==> config.mk <==
export PLATFORM = sky130hd
export DESIGN_NAME = tok_tree_unit
export DESIGN_NICKNAME = d
export VERILOG_FILES = /design/src/rtl/tok_pkg.sv /design/src/rtl/tok_scan.sv /design/src/rtl/tok_arb.sv /design/src/rtl/tok_reg.sv /design/src/rtl/tok_tree_unit.sv
export SDC_FILE = /design/constraint.sdc
export NUM_CORES = 1
export LEC_CHECK = 0
export ABC_CLOCK_PERIOD_IN_PS = 2000
export BUFFER_PORTS_ARGS = -buffer_cell sky130_fd_sc_hd__buf_2
export CAP_MARGIN = 20
export CORE_MARGIN = 3
export CORE_UTILIZATION = 46
export CTS_CLUSTER_DIAMETER = 120
export DETAILED_ROUTE_END_ITERATION = 16
export PLACE_DENSITY = 0.78
export SLEW_MARGIN = 20
export SYNTH_ARGS = -nofsm -noshare
export SYNTH_HDL_FRONTEND = slang
export SYNTH_HIERARCHICAL = 1
export SYNTH_SLANG_ARGS = --single-unit
==> constraint.sdc <==
create_clock -name clk -period 2 [get_ports clk]
set_clock_uncertainty 0.15 [all_clocks]
set_input_delay 0.1 -clock clk [delete_from_list [all_inputs] [get_ports clk]]
set_output_delay 0.1 -clock clk [all_outputs]
set_load 0.01 [all_outputs]
==> src/rtl/tok_pkg.sv <==
package tok_pkg;
  typedef enum logic [2:0] {
    TOP_HOLD   = 3'd0,
    TOP_CMP    = 3'd1,
    TOP_SETALL = 3'd2,
    TOP_FLAG   = 3'd3,
    TOP_SHL    = 3'd4,
    TOP_SHR    = 3'd5,
    TOP_SPREAD = 3'd6,
    TOP_CLR    = 3'd7
  } tok_op_e;
endpackage

==> src/rtl/tok_scan.sv <==
// Segmented inclusive OR prefix over increasing cell index (log-depth).
module tok_scan #(
  parameter int N = 16
) (
  input  logic [N-1:0] val_i,
  input  logic [N-1:0] seg_i,
  output logic [N-1:0] pre_o
);
  localparam int LV = (N > 1) ? $clog2(N) : 1;

  logic [LV:0][N-1:0] v_lv;
  logic [LV:0][N-1:0] s_lv;

  assign v_lv[0] = val_i;
  assign s_lv[0] = seg_i;

  genvar l, i;
  generate
    for (l = 0; l < LV; l++) begin : g_lvl
      localparam int D = 1 << l;
      for (i = 0; i < N; i++) begin : g_cell
        if (i >= D) begin : g_comb
          assign v_lv[l+1][i] = s_lv[l][i] ? v_lv[l][i] : (v_lv[l][i] | v_lv[l][i-D]);
          assign s_lv[l+1][i] = s_lv[l][i] | s_lv[l][i-D];
        end else begin : g_pass
          assign v_lv[l+1][i] = v_lv[l][i];
          assign s_lv[l+1][i] = s_lv[l][i];
        end
      end
    end
  endgenerate

  assign pre_o = v_lv[LV];
endmodule

==> src/rtl/tok_arb.sv <==
// Leftmost / rightmost / any reduction over the token vector.
module tok_arb #(
  parameter int N = 16
) (
  input  logic         clk,
  input  logic         rst_n,
  input  logic [N-1:0] tok_i,
  output logic [N-1:0] first_oh,
  output logic         first_vld,
  output logic [N-1:0] last_oh,
  output logic         last_vld,
  output logic         any_o
);
  logic [N-1:0] up_pre;
  logic [N-1:0] tok_rev;
  logic [N-1:0] dn_pre_rev;
  logic [N-1:0] dn_pre;

  tok_scan #(.N(N)) u_up (
    .val_i(tok_i),
    .seg_i('0),
    .pre_o(up_pre)
  );

  genvar i;
  generate
    for (i = 0; i < N; i++) begin : g_rev
      assign tok_rev[i] = tok_i[N-1-i];
      assign dn_pre[i]  = dn_pre_rev[N-1-i];
    end
  endgenerate

  tok_scan #(.N(N)) u_dn (
    .val_i(tok_rev),
    .seg_i('0),
    .pre_o(dn_pre_rev)
  );

  generate
    for (i = 0; i < N; i++) begin : g_oh
      if (i == 0) begin : g_f0
        assign first_oh[i] = tok_i[i];
      end else begin : g_fn
        assign first_oh[i] = tok_i[i] & ~up_pre[i-1];
      end
      if (i == N-1) begin : g_l0
        assign last_oh[i] = tok_i[i];
      end else begin : g_ln
        assign last_oh[i] = tok_i[i] & ~dn_pre[i+1];
      end
    end
  endgenerate

  assign any_o     = up_pre[N-1];
  assign first_vld = |first_oh;
  assign last_vld  = |last_oh;

  AST_FIRST_ONEHOT: assert property (@(posedge clk) disable iff (!rst_n)
    $onehot0(first_oh) && (first_vld == (|tok_i))) else $error("first");
  AST_LAST_ONEHOT: assert property (@(posedge clk) disable iff (!rst_n)
    $onehot0(last_oh) && (last_vld == (|tok_i))) else $error("last");
  AST_ANY_MATCH: assert property (@(posedge clk) disable iff (!rst_n)
    any_o == first_vld) else $error("any");
  AST_FIRST_LE_LAST: assert property (@(posedge clk) disable iff (!rst_n)
    first_oh <= last_oh) else $error("order");
endmodule

==> src/rtl/tok_reg.sv <==
// Token register with next-state selection.
module tok_reg
  import tok_pkg::*;
#(
  parameter int N = 16
) (
  input  logic         clk,
  input  logic         rst_n,
  input  tok_op_e      op_i,
  input  logic [N-1:0] cmp_hit,
  input  logic [N-1:0] flag_in,
  input  logic [N-1:0] dat_start,
  input  logic [N-1:0] spread_i,
  output logic [N-1:0] tok_q
);
  logic [N-1:0] tok_d;
  logic         tok_ce;

  assign tok_ce = (op_i != TOP_HOLD);

  always_comb begin
    tok_d = tok_q;
    case (op_i)
      TOP_CMP:    tok_d = cmp_hit;
      TOP_SETALL: tok_d = '1;
      TOP_FLAG:   tok_d = flag_in;
      TOP_SHL:    tok_d = {1'b0, tok_q[N-1:1]};
      TOP_SHR:    tok_d = {tok_q[N-2:0], 1'b0};
      TOP_SPREAD: tok_d = spread_i;
      TOP_CLR:    tok_d = '0;
      default:    tok_d = tok_q;
    endcase
  end

  always_ff @(posedge clk or negedge rst_n) begin
    if (!rst_n) begin
      tok_q <= '0;
    end else if (tok_ce) begin
      tok_q <= tok_d;
    end
  end

  AST_HOLD_STABLE: assert property (@(posedge clk) disable iff (!rst_n)
    op_i == TOP_HOLD |=> $stable(tok_q)) else $error("hold");
  AST_SETALL_FULL: assert property (@(posedge clk) disable iff (!rst_n)
    op_i == TOP_SETALL |=> &tok_q) else $error("setall");
  AST_SHL_ZERO_FILL: assert property (@(posedge clk) disable iff (!rst_n)
    op_i == TOP_SHL |=> !tok_q[N-1]) else $error("shl");
  AST_SHR_ZERO_FILL: assert property (@(posedge clk) disable iff (!rst_n)
    op_i == TOP_SHR |=> !tok_q[0]) else $error("shr");
  AST_SPREAD_KEEP: assert property (@(posedge clk) disable iff (!rst_n)
    op_i == TOP_SPREAD |=> ((tok_q & $past(tok_q)) == $past(tok_q))) else $error("spread keep");
  AST_SPREAD_BOUND: assert property (@(posedge clk) disable iff (!rst_n)
    op_i == TOP_SPREAD |=> ((tok_q & $past(dat_start) & ~$past(tok_q)) == '0)) else $error("spread bound");
endmodule

==> src/rtl/tok_tree_unit.sv <==
module tok_tree_unit
  import tok_pkg::*;
#(
  parameter int N = 16
) (
  input  logic         clk,
  input  logic         rst_n,
  input  logic [2:0]   op_code,
  input  logic [N-1:0] cmp_hit,
  input  logic [N-1:0] flag_in,
  input  logic [N-1:0] dat_start,
  output logic [N-1:0] tok_en,
  output logic [N-1:0] first_oh,
  output logic         first_vld,
  output logic [N-1:0] last_oh,
  output logic         last_vld,
  output logic         any_set
);
  tok_op_e      op;
  logic [N-1:0] tok_q;
  logic [N-1:0] spread_v;

  assign op = tok_op_e'(op_code);

  tok_scan #(.N(N)) u_spread (
    .val_i(tok_q),
    .seg_i(dat_start),
    .pre_o(spread_v)
  );

  tok_reg #(.N(N)) u_reg (
    .clk      (clk),
    .rst_n    (rst_n),
    .op_i     (op),
    .cmp_hit  (cmp_hit),
    .flag_in  (flag_in),
    .dat_start(dat_start),
    .spread_i (spread_v),
    .tok_q    (tok_q)
  );

  tok_arb #(.N(N)) u_arb (
    .clk      (clk),
    .rst_n    (rst_n),
    .tok_i    (tok_q),
    .first_oh (first_oh),
    .first_vld(first_vld),
    .last_oh  (last_oh),
    .last_vld (last_vld),
    .any_o    (any_set)
  );

  assign tok_en = tok_q;

  AST_LOAD_CMP: assert property (@(posedge clk) disable iff (!rst_n)
    op == TOP_CMP |=> tok_en == $past(cmp_hit)) else $error("cmp");
  AST_LOAD_FLAG: assert property (@(posedge clk) disable iff (!rst_n)
    op == TOP_FLAG |=> tok_en == $past(flag_in)) else $error("flag");
endmodule

Yosys cells after proc, flatten, opt, wreduce, memory -nomap -nowiden
Cells that the tools add are included.
- equal/unequal tests: 7
- muxes and demuxes: 50
- bitwise operators: 189
- reduce and logical (&&, ||, !) cells: 7
- operators with widths (cell ; count):
    1-bit bitwise OR ; 128
    16-bit one-hot mux with 7 select lines ; 1
    1-bit 2-to-1 mux ; 49
    16-bit OR reduction ; 2
    1-bit NOT ; 31
    1-bit bitwise AND ; 30
    3-bit equality test, second input constant ; 4
    7-bit nonzero test ; 1
    3-bit by 2-bit equality test with 1-bit output, second input constant ; 2
    6-bit nonzero test ; 1
    3-bit by 1-bit equality test with 1-bit output, second input constant ; 1
    3-bit AND reduction ; 1
    3-bit nonzero test ; 1
    2-bit AND reduction ; 1
- register bits: 16
- input bits: 53
- output and inout port bits: 51
- word-level logic and storage cells: 255

Longest topological paths before layout
- word-level depth: 9
- gate-level depth with buffers: 8
- mapped depth without buffers: 8

Hierarchy
The synthesis kept the hierarchy.
- modules (own cells, without submodules) (module ; times used ; cells each ; area an instance (µm²) ; seq. area each (µm²)):
    tok_reg ; 1 ; 133 ; 1266.2 ; 400.4
    tok_scan ; 3 ; 68 ; 407.9 ; 0.0
    tok_arb ; 1 ; 43 ; 396.6 ; 0.0

Worst setup path after synthesis
Ideal clock, no wire load.
- path type: register to output
- from: register u_reg.tok_q[8]
- to: output port last_vld
- arrival: 2149 ps
- data required time: 1750 ps
- setup slack: -399 ps
- stages on the path, launching flop included: 9
- path buffers: 0
- cells stage by stage: dfrtp_1 nor2b_2 a2111oi_4 nand4_1 a31o_1 a21o_1 nor2b_1 nor4_2 nand4_1
- word-level cells in the longest chain between the ends: 7
- elaborated cells on any way between the ends: 39
- classes of those cells: 38 x bitwise; 1 x reduce/logical
- ends and longest elaborated chain (what ; RTL line ; RTL):
    start, declared ; tok_reg.sv:14 ; output logic [N-1:0] tok_q
    start signal, assigned ; tok_reg.sv:39 ; tok_q <= tok_d;
    1-bit bitwise OR (4 in a row) ; tok_scan.sv:23 ; assign v_lv[l+1][i] = s_lv[l][i] ? v_lv[l][i] : (v_lv[l][i] | v_lv[l][i-D]);
    via u_arb.dn_pre_rev[12] ; tok_arb.sv:16 ; logic [N-1:0] dn_pre_rev;
    1-bit NOT ; tok_arb.sv:49 ; assign last_oh[i] = tok_i[i] & ~dn_pre[i+1];
    1-bit bitwise AND ; tok_arb.sv:49 ;
    16-bit OR reduction ; tok_arb.sv:56 ; assign last_vld = |last_oh;
    end, declared ; tok_tree_unit.sv:16 ; output logic last_vld,
The timed path passes the listed nets, and every way through them passes these cells.

Worst setup path in the final report
- from: register u_reg.tok_q[0]
- to: output port first_vld
- elaborated cells on any way between the ends: 45
- classes of those cells: 44 x bitwise; 1 x reduce/logical
- RTL lines (what ; RTL line ; RTL):
    1-bit bitwise OR (2 in a row) ; tok_scan.sv:23 ;
    via u_arb.up_pre[10] ; tok_arb.sv:14 ; logic [N-1:0] up_pre;
    1-bit NOT ; tok_arb.sv:44 ; assign first_oh[i] = tok_i[i] & ~up_pre[i-1];
    1-bit bitwise AND ; tok_arb.sv:44 ;
    16-bit OR reduction ; tok_arb.sv:55 ; assign first_vld = |first_oh;
    end, declared ; tok_tree_unit.sv:14 ; output logic first_vld,
The timed path passes the listed nets, and every way through them passes these cells.

==> results.py <==
metrics = {
    "detailed_routing": {
        "met2WireLength_mm": 6.71,
        "wl_met1_mm": 4.79,
        "viasPerCell": 5.74,
        "first_iter_violations": 341,
        "via_count": 4075,
        "drt_first_pass_iters": 5,
        "ant_nets": 0,
        "route.met3.wl_mm": 1.03,
        "wl_per_cell_um": 19.1,
        "post-route-drc-count": 0,
        "routed_wirelength_mm": 13.5,
        "top_layer": "met4",
    },
    "power_and_ir_drop": {
        "power.density_nw_per_um2": 541,
        "p_leak_uw": 0.00239,
        "vdd_drop_max_mv": 0.320,
    },
    "cells_and_area": {
        "largest-register": "u_reg/tok_q",
        "design_area_sq_um": 4950,
        "stdcell_count": 710,
        "reg_top3": "u_reg/tok_q x16",
        "n_fill_cell": 372,
        "final_common_cell": "buf_2",
        "utilization_pct": 82.6,
        "drive_above_1_share_pct": 46.6,
        "antennaDiodeCount": 0,
        "mostFrequentLayoutCells": "buf_2 (88), conb_1 (79), buf_4 (73)",
        "ff_latch_area_sq_um": 414,
        "area_growth_pct": 72.4,
        "multi_input_area_sq_um": 2760,
        "final_nets": 689,
        "largest_reg_flops": 16,
    },
    "die": {
        "die_y_um": 85.0,
        "rows": 28,
        "io_pins": 104,
        "die_area_sq_um": 7230,
        "core_sq_um": 5990,
        "start_util_pct": 47.9,
        "die_x_um": 85.0,
    },
    "global_routing": {
        "grt_antenna_before_repair": 0,
        "overflow": 0,
        "grt_max_degree": 36,
        "grt_first_pass_wirelength_mm": 19.7,
        "grtUsageTotal_pct": 34.0,
        "grt_pass1_vias": 4013,
    },
    "worst_setup_path": {
        "critPathSlowestCell": "dfrtp_2",
        "critical_path.max_fanout": 3,
        "critPathMaxStageDelay_ns": 0.40,
        "r2r-start": "u_reg/tok_q[0]$_DFFE_PN0P_",
        "critPathTopFamily": "compound AO/OA/AOI/OAI gates",
        "cp.required_ns": 1.75,
        "worstSetupStartpoint": "u_reg/tok_q[0]$_DFFE_PN0P_",
        "critPathBufInv": 1,
        "critPathKind": "register to primary output",
        "timing.critical_path.mode_cell": "nor2b_4",
        "crit_path_start_kind": "register",
        "cp_data_arrival_time_ns": 2.38,
        "crit_chain": "nor2b_4, o211ai_1, a311oi_2, a221oi_2, o21bai_1, nor2b_4, nor4_2, nand4_1, buf_2",
        "critPathCaptureType": "primary output",
    },
    "cts": {
        "clkTransAtPathRegs_ns": 0.07,
        "cts_buffers": 3,
        "cts-root-buf": "clkbuf_8",
        "cts_max_path_buffers": 2,
        "clk_latency_ns": 0.25,
        "htree_levels": 1,
        "cts_sinks": 16,
        "cts_tree": "built",
    },
    "sta": {
        "drv_slew": 0,
        "final.min_clock_period_ns": 2.63,
        "slew_headroom_pct": 40.5,
        "worst_slack_ns": -0.631,
        "fmax_ghz": 0.380,
        "post-route-period-util_pct": 132,
        "finalSetupViolations": 34,
        "hold_slack_ns": 0.0856,
        "hold_violations": 0,
        "rsz0062_at_grt": "yes",
        "tightest_slew_ns": 0.887,
    },
    "placement": {
        "dpl.cell_count": 680,
        "dp_slack_ns": -0.319,
        "place.gp.congestion": 0.981,
        "io_buffers": 102,
        "dpl.hpwl_mm": 8.29,
        "place_area_sq_um": 4280,
    },
    "run_status": {
        "violations": "setup timing",
        "status": "finished, violations left",
    },
    "synthesis": {
        "synth_area_sq_um": 2870,
        "avgSynthCellArea_sq_um": 7.62,
        "yosys_warnings": 6,
        "synth_cells": 377,
    },
    "job": {
        "cap_viol_max_count": 0,
    },
    "hold_path": {
        "hold_class": "input pin to register",
        "hold_path.startpoint": "cmp_hit[15]",
    },
}
## metrics by stage
stage | power [uW] | TNS (ns)
global placement | 1930 | -2.29
global route | 2800 | -12.89
finish | 2680 | -10.30
floorplan | 1310 | -0.0815
CTS | 2470 | -6.98
detailed placement | 1960 | -3.18
## worst paths after layout
path                                          endpoint  slack (ns)  cells after the start
max                                          first_vld       -0.63                      9
min                        u_reg/tok_q[15]$_DFFE_PN0P_        0.09                      4
max reg2reg                u_reg/tok_q[10]$_DFFE_PN0P_       -0.37                      8
min reg2reg                u_reg/tok_q[12]$_DFFE_PN0P_        0.57                      2
max in group asynchronous  u_reg/tok_q[10]$_DFFE_PN0P_        1.25                      2
min in group asynchronous   u_reg/tok_q[5]$_DFFE_PN0P_        0.15                      2
## routing by layer
layer	vias up	track usage [%]
met3	88	2.52
met1	1876	39.0
met5	-	0
met2	296	62.0
li1	1815	-
met4	0	18.8
## cell type report
class,count,share of cell area [%]
Clock buffer,4,1.11
Inverter,55,4.17
Timing Repair Buffer,195,28.7
Sequential cell,16,8.36
Tap cell,75,1.90
Multi-Input combinational cell,365,55.8
## power breakdown
part / internal [uW] / switching (uW) / leakage (uW)
sequential: 372 / 77.0 / 0.000181
combinational: 962 / 978 / 0.00218
clock: 175 / 114 / 0.0000288
## worst register-to-register path, delay by kind of cell (launching register included)
kind / cells / cell delay (ns)
AOI/OAI and AO/OA: 6 / 1.41
DFF: 1 / 0.43
buffers and inverters: 1 / 0.13
and+or+nand+nor: 1 / 0.13
## repair_timing
| action | 4_1_cts | 5_1_grt |
|---|---|---|
| endpoints found under the hold margin | 18 | 0 |
| pin swaps | 27 | 18 |
| resized for setup | 68 | 22 |
| setup buffers | 19 | 8 |
| hold buffers | 3 | 0 |
| endpoints found under the setup margin | 34 | 35 |
Note: power is estimated with default switching activity, not from simulation.
